[src/rtl/spc_pkg.sv]
package spc_pkg;
  typedef enum logic [0:0] {
    PLANE_BG = 1'b0,
    PLANE_FG = 1'b1
  } plane_e;

  localparam int NUM_PLANES = 2;

  // Lower RGB field of a pixel word (everything below the flag bit).
  function automatic logic [14:0] colour_of(input logic [15:0] word);
    return word[14:0];
  endfunction
endpackage

[src/rtl/spc_plane_addr.sv]
module spc_plane_addr #(
  parameter int POS_W  = 12,
  parameter int PAGE_W = 6
) (
  input  logic                    clk,
  input  logic                    rst,
  input  logic                    page_wr,
  input  logic [PAGE_W-1:0]       page_val,
  input  logic                    pos_ld,
  input  logic [POS_W-1:0]        pos_val,
  input  logic                    adv_en,
  output logic [POS_W+PAGE_W-1:0] addr
);
  localparam int ADDR_W = POS_W + PAGE_W;

  logic [PAGE_W-1:0] page_q;
  logic [POS_W-1:0]  ofs_q;

  always_ff @(posedge clk) begin
    if (rst) begin
      page_q <= '0;
    end else if (page_wr) begin
      page_q <= page_val;
    end
  end

  // Offset counter: load beats advance; natural modulo wrap keeps it in page.
  always_ff @(posedge clk) begin
    if (rst) begin
      ofs_q <= '0;
    end else if (pos_ld) begin
      ofs_q <= pos_val;
    end else if (adv_en) begin
      ofs_q <= ofs_q + POS_W'(1);
    end
  end

  assign addr = {page_q, ofs_q};

  assert_page_hold_R1: assert property (@(posedge clk) disable iff (rst)
    !page_wr |=> addr[ADDR_W-1:POS_W] == $past(addr[ADDR_W-1:POS_W]));
  assert_page_load_R1: assert property (@(posedge clk) disable iff (rst)
    page_wr |=> addr[ADDR_W-1:POS_W] == $past(page_val));
  assert_pos_load_R2: assert property (@(posedge clk) disable iff (rst)
    pos_ld |=> addr[POS_W-1:0] == $past(pos_val));
  assert_advance_R3: assert property (@(posedge clk) disable iff (rst)
    (!pos_ld && adv_en) |=> addr[POS_W-1:0] == POS_W'($past(addr[POS_W-1:0]) + 1'b1));
  assert_hold_R3: assert property (@(posedge clk) disable iff (rst)
    (!pos_ld && !adv_en) |=> $stable(addr[POS_W-1:0]));
  assert_wrap_R4: assert property (@(posedge clk) disable iff (rst)
    (!pos_ld && adv_en && !page_wr && (&addr[POS_W-1:0]))
      |=> (addr[POS_W-1:0] == '0) && $stable(addr[ADDR_W-1:POS_W]));
endmodule

[src/rtl/spc_sprite_track.sv]
module spc_sprite_track #(
  parameter int WORD_W = 16
) (
  input  logic              clk,
  input  logic              rst,
  input  logic              start,
  input  logic [WORD_W-1:0] fg_word,
  output logic              active
);
  localparam int FLAG_BIT = WORD_W - 1;
  localparam int MARK_BIT = WORD_W - 2;

  logic is_end;
  logic end_q;
  logic active_q;

  assign is_end = fg_word[FLAG_BIT] & fg_word[MARK_BIT];

  // End marker is retimed through one register before it acts.
  always_ff @(posedge clk) begin
    if (rst) begin
      end_q <= 1'b0;
    end else begin
      end_q <= is_end;
    end
  end

  always_ff @(posedge clk) begin
    if (rst) begin
      active_q <= 1'b0;
    end else if (start) begin
      active_q <= 1'b1;
    end else if (end_q) begin
      active_q <= 1'b0;
    end
  end

  assign active = active_q;

  assert_start_R5: assert property (@(posedge clk) disable iff (rst)
    start |=> active);
  assert_end_clears_R6: assert property (@(posedge clk) disable iff (rst)
    (is_end && !start) ##1 !start |=> !active);
  assert_end_delay_R6: assert property (@(posedge clk) disable iff (rst)
    (active && is_end && !start) |=> active);
  assert_start_beats_end_R7: assert property (@(posedge clk) disable iff (rst)
    (end_q && start) |=> active);
endmodule

[src/rtl/spc_pixel_select.sv]
module spc_pixel_select #(
  parameter int WORD_W = 16
) (
  input  logic              clk,
  input  logic              rst,
  input  logic              active,
  input  logic [WORD_W-1:0] fg_word,
  input  logic [WORD_W-1:0] bg_word,
  output logic [WORD_W-2:0] rgb
);
  localparam int RGB_W    = WORD_W - 1;
  localparam int FLAG_BIT = WORD_W - 1;

  logic             use_fg;
  logic [RGB_W-1:0] pick;
  logic [RGB_W-1:0] rgb_q;

  always_comb begin
    use_fg = active & ~fg_word[FLAG_BIT];
    pick   = use_fg ? fg_word[RGB_W-1:0] : bg_word[RGB_W-1:0];
  end

  always_ff @(posedge clk) begin
    if (rst) begin
      rgb_q <= '0;
    end else begin
      rgb_q <= pick;
    end
  end

  assign rgb = rgb_q;

  assert_sprite_pick_R8: assert property (@(posedge clk) disable iff (rst)
    (active && !fg_word[FLAG_BIT]) |=> rgb == $past(fg_word[RGB_W-1:0]));
  assert_bg_pick_R8: assert property (@(posedge clk) disable iff (rst)
    (!active || fg_word[FLAG_BIT]) |=> rgb == $past(bg_word[RGB_W-1:0]));
endmodule

[src/rtl/sprite_compositor.sv]
module sprite_compositor #(
  parameter int POS_W  = 12,
  parameter int PAGE_W = 6,
  parameter int WORD_W = 16
) (
  input  logic                    clk,
  input  logic                    rst,
  input  logic                    adv_en,
  input  logic [PAGE_W-1:0]       page_val,
  input  logic                    bg_page_wr,
  input  logic                    fg_page_wr,
  input  logic [POS_W-1:0]        pos_val,
  input  logic                    bg_pos_ld,
  input  logic                    fg_pos_ld,
  input  logic [WORD_W-1:0]       bg_rdata,
  input  logic [WORD_W-1:0]       fg_rdata,
  output logic [POS_W+PAGE_W-1:0] bg_addr,
  output logic [POS_W+PAGE_W-1:0] fg_addr,
  output logic [WORD_W-2:0]       rgb_out
);
  import spc_pkg::*;

  localparam int ADDR_W = POS_W + PAGE_W;

  logic [NUM_PLANES-1:0] page_wr_v;
  logic [NUM_PLANES-1:0] pos_ld_v;
  logic [ADDR_W-1:0]     addr_v [NUM_PLANES];
  logic                  sprite_on;

  assign page_wr_v[PLANE_BG] = bg_page_wr;
  assign page_wr_v[PLANE_FG] = fg_page_wr;
  assign pos_ld_v[PLANE_BG]  = bg_pos_ld;
  assign pos_ld_v[PLANE_FG]  = fg_pos_ld;

  for (genvar g = 0; g < NUM_PLANES; g++) begin : g_plane
    spc_plane_addr #(
      .POS_W (POS_W),
      .PAGE_W(PAGE_W)
    ) u_addr (
      .clk     (clk),
      .rst     (rst),
      .page_wr (page_wr_v[g]),
      .page_val(page_val),
      .pos_ld  (pos_ld_v[g]),
      .pos_val (pos_val),
      .adv_en  (adv_en),
      .addr    (addr_v[g])
    );
  end

  assign bg_addr = addr_v[PLANE_BG];
  assign fg_addr = addr_v[PLANE_FG];

  spc_sprite_track #(.WORD_W(WORD_W)) u_track (
    .clk    (clk),
    .rst    (rst),
    .start  (fg_pos_ld),
    .fg_word(fg_rdata),
    .active (sprite_on)
  );

  spc_pixel_select #(.WORD_W(WORD_W)) u_select (
    .clk    (clk),
    .rst    (rst),
    .active (sprite_on),
    .fg_word(fg_rdata),
    .bg_word(bg_rdata),
    .rgb    (rgb_out)
  );

  assert_reset_R10: assert property (@(posedge clk)
    $past(rst) |-> (bg_addr == '0) && (fg_addr == '0) && (rgb_out == '0));
endmodule

[config.mk]
export PLATFORM = sky130hd
export DESIGN_NAME = sprite_compositor
export DESIGN_NICKNAME = d
export VERILOG_FILES = /design/src/rtl/spc_pkg.sv /design/src/rtl/spc_plane_addr.sv /design/src/rtl/spc_sprite_track.sv /design/src/rtl/spc_pixel_select.sv /design/src/rtl/sprite_compositor.sv
export SDC_FILE = /design/constraint.sdc
export NUM_CORES = 1
export LEC_CHECK = 0
export BUFFER_PORTS_ARGS = -buffer_cell sky130_fd_sc_hd__buf_2
export CAP_MARGIN = 10
export CORE_ASPECT_RATIO = 0.9
export CORE_MARGIN = 10
export CORE_UTILIZATION = 46
export CTS_CLUSTER_DIAMETER = 200
export DETAILED_ROUTE_END_ITERATION = 16
export PLACE_DENSITY = 0.85
export SYNTH_ARGS = -nofsm -noshare
export SYNTH_HDL_FRONTEND = slang
export SYNTH_SLANG_ARGS = --single-unit
[constraint.sdc]
create_clock -name clk -period 1.7 [get_ports clk]
set_clock_uncertainty 0.15 [all_clocks]
set_input_delay 0 -clock clk [delete_from_list [all_inputs] [get_ports clk]]
set_output_delay 0 -clock clk [all_outputs]
set_load 0.1 [all_outputs]
==> impl_metrics.env <==
export IMPL_syn_nets=330
export IMPL_startpoint="u_track.active$_SDFFE_PP0P_"
export IMPL_path_depth=4
export IMPL_synthToLayoutAreaGrowth_pct=60.3
export IMPL_post_route_period_util_pct=95.7
export IMPL_start_kind="flop"
export IMPL_worstMarginPinSlew_ps=568
export IMPL_antenna_found_initial=0
export IMPL_vias=2570
export IMPL_cts_root_buf="clkbuf_8"
export IMPL_hpwlAfterDp_um=5220
export IMPL_grt_max_degree=28
export IMPL_ir_worst_vdd_mv=0.587
export IMPL_die_area_um2=8290
export IMPL_fill_cells=333
export IMPL_coreArea_um2=4860
export IMPL_htreeDepth=2
export IMPL_syn_area_um2=2320
export IMPL_postCtsSetupBuffers=0
export IMPL_synth_avg_cell_area_um2=8.56
export IMPL_slowest_delay_ps=570
export IMPL_synth_top_area_share_pct=45.7
export IMPL_path_max_fanout=4
export IMPL_drive_gt1_share_pct=33.1
export IMPL_clock_latency_ps=310
export IMPL_synth_top_cell_by_area="dfxtp_1"
export IMPL_synth_area_top_cells="dfxtp_1, mux2i_1, nand2_1, a21oi_1, xnor2_1"
export IMPL_globalplace_congestion=0.811
export IMPL_synth_xor_area_share_pct=7.93
export IMPL_rows=24
export IMPL_cp_end_kind="flop"
export IMPL_rr_startpoint="u_track.active$_SDFFE_PP0P_"
export IMPL_drt_iter0_drc=131
export IMPL_die_h_um=87.4
export IMPL_drt_pass1_iter_count=4
export IMPL_synth_top_family_by_area="simple AND/OR/NAND/NOR gates"
export IMPL_grt_overflow=0
export IMPL_cts_buffers=5
export IMPL_max_freq_mhz=615
export IMPL_path_class="reg2reg"
export IMPL_synth_cell_type_count=28
export IMPL_arrival_ps=1700
export IMPL_via_per_inst=5.11
export IMPL_max_cap_violations=0
export IMPL_slew_headroom_pct=62.1
export IMPL_io_pin_count=108
export IMPL_finalWorstSetupSlack_ps=73.8
export IMPL_rr_worst_depth=4
export IMPL_min_delay_path_depth=2
export IMPL_finalMaxSlewViolations=0
export IMPL_rsz0062_at_grt="false"
export IMPL_crit_chain="nor2b_4 > nand2_1 > dlygate4sd3_1 > a21oi_1"
export IMPL_grt_usage_pct=20.8
export IMPL_synth_simple_area_share_pct=21.5
export IMPL_hold_path_class="in2reg"
export IMPL_hold_viol=0
export IMPL_ys_seq_area_share_pct=45.7
export IMPL_drc=0
export IMPL_initial_utilization_pct=47.7
export IMPL_nets=496
export IMPL_diodes=0
export IMPL_setup_tns_ps=0
export IMPL_required_ps=1770
export IMPL_routedWlPerCell_um=17.2
export IMPL_path_buf_inv=1
export IMPL_cts_clk_slew_worst_paths_ps=110
export IMPL_port_buffers=106
export IMPL_ant_nets=0
export IMPL_grt_pass1_vias=2707
export IMPL_synth_seq_cells=53
export IMPL_place_ws_ps=213
export IMPL_crit_family="buffers and inverters"
export IMPL_cts_tree="built"
export IMPL_postRouteWirelength_um=8630
export IMPL_power_density_nw_per_um2=877
export IMPL_status="finished, final reports clean"
export IMPL_synth_compound_area_share_pct=12.2
export IMPL_clock_path_buffers=2
export IMPL_worst_path_max_delay_cell="dlygate4sd3_1"
export IMPL_synth_cells=271
export IMPL_fp_dieW_um=94.9
export IMPL_min_period_ps=1630
export IMPL_power_leakage_uw=0.00174
export IMPL_synthMuxAreaShare_pct=7.34
export IMPL_synth_warnings=0
export IMPL_hold_path_startpoint="bg_pos_ld"
export IMPL_setup_viol=0
export IMPL_synth_adder_area_share_pct=1.08
export IMPL_grt_pass1_wl_um=13700
export IMPL_fin_util_pct=76.4
export IMPL_clkSinkCount=53
[logic make-up after synthesis]
group	after synthesis
simple gates	105
flops	53
compound gates	48
buf+inv	25
xor+xnor	21
mux	17
fa+ha+maj	2
[state kept, by name, indices dropped and copies added, names as in the netlist]
register	cells
u_track.end_q	1
g_plane.u_addr.ofs_q	24
g_plane.u_addr.page_q	12
u_track.active	1
u_select.rgb	15
[what timing repair did]
| item | CTS | global route |
|---|---|---|
| hold endpoints to repair | 52 | 0 |
| gates resized for setup | 0 | 2 |
| endpoints found under the setup margin | 0 | 3 |
| hold buffers | 65 | 0 |
[cells in the final DEF, fill, tap and decap left out, types with 10 or more instances in the layout]
| cell type | instances |
|---|---|
| nor3_1 | 10 |
| mux2i_1 | 17 |
| nor2_1 | 27 |
| dlygate4sd3_1 | 65 |
| xnor2_1 | 15 |
| a21oi_1 | 32 |
| dfxtp_4 | 15 |
| buf_2 | 106 |
| dfxtp_1 | 31 |
| nand2_1 | 44 |
[synthesized netlist by cell type]
library cell,n
nand2b_1,2
xor2_1,6
mux2i_1,17
nor4_1,1
buf_2,3
nand4_2,1
nand4_1,7
a211oi_1,4
nor3_1,10
buf_1,2
dfxtp_1,53
nand4_4,1
o22ai_1,2
inv_1,9
a211oi_2,1
a21o_1,4
a21oi_1,32
o21a_1,5
nor2b_1,1
nand3_1,5
xnor2_1,15
or3_1,3
clkbuf_1,11
nor2_1,27
ha_1,2
nor4_4,1
nor3b_1,2
nand2_1,44
[worst register-to-register path, stage by stage, from the launching register on]
cell and delay, ps:
dfxtp_1 380, nor2b_4 190, nand2_1 60, dlygate4sd3_1 570, a21oi_1 190
[power breakdown]
| group | internal [uW] | total, uW | leakage (uW) | switching (uW) |
|---|---|---|---|---|
| Sequential | 1320 | 1390 | 0.000451 | 71.7 |
| Clock | 309 | 763 | 0.0000506 | 454 |
| Combinational | 298 | 1110 | 0.00124 | 811 |
| Total | 1930 | 3260 | 0.00174 | 1340 |
[per-stage QoR]
step                      area [um^2]  hold slack, ps  total power (uW)  instances
after floorplan                  2380           -36.2              2180        271
after detailed placement         2960            84.3              2380        430
after global routing             3720            40.1              3380        503
after CTS                        3710            15.4              3260        503
after global placement           2960            81.5              2370        430
final                            3720            22.8              3260        503
[final timing paths]
check | to | slack, ps
worst max-delay path | u_select.rgb[13]$_SDFF_PP0_ | 70
worst min-delay path | g_plane[0].u_addr.ofs_q[5]$_SDFFE_PP0P_ | 20
worst max register to register | u_select.rgb[13]$_SDFF_PP0_ | 70
worst min register to register | u_track.active$_SDFFE_PP0P_ | 350
[layer usage]
| layer | global-route usage, % | part of all wire (%) |
|---|---|---|
| met3 | 9.48 | 12 |
| met5 | 0 | 0 |
| met2 | 35.0 | 47 |
| met4 | 6.52 | 1.9 |
| met1 | 22.9 | 39 |
[final cells by class]
class | count | area, um^2 | area share [%]
inverters | 9 | 33.8 | 0.908
clock inverters | 3 | 28.8 | 0.774
multi-input cells | 193 | 1170 | 31.4
well taps | 65 | 81.3 | 2.19
repair buffers | 175 | 1210 | 32.6
clock buffers | 5 | 68.8 | 1.85
flip-flops and latches | 53 | 1130 | 30.3
No activity file was read; power rests on OpenSTA's default activity.
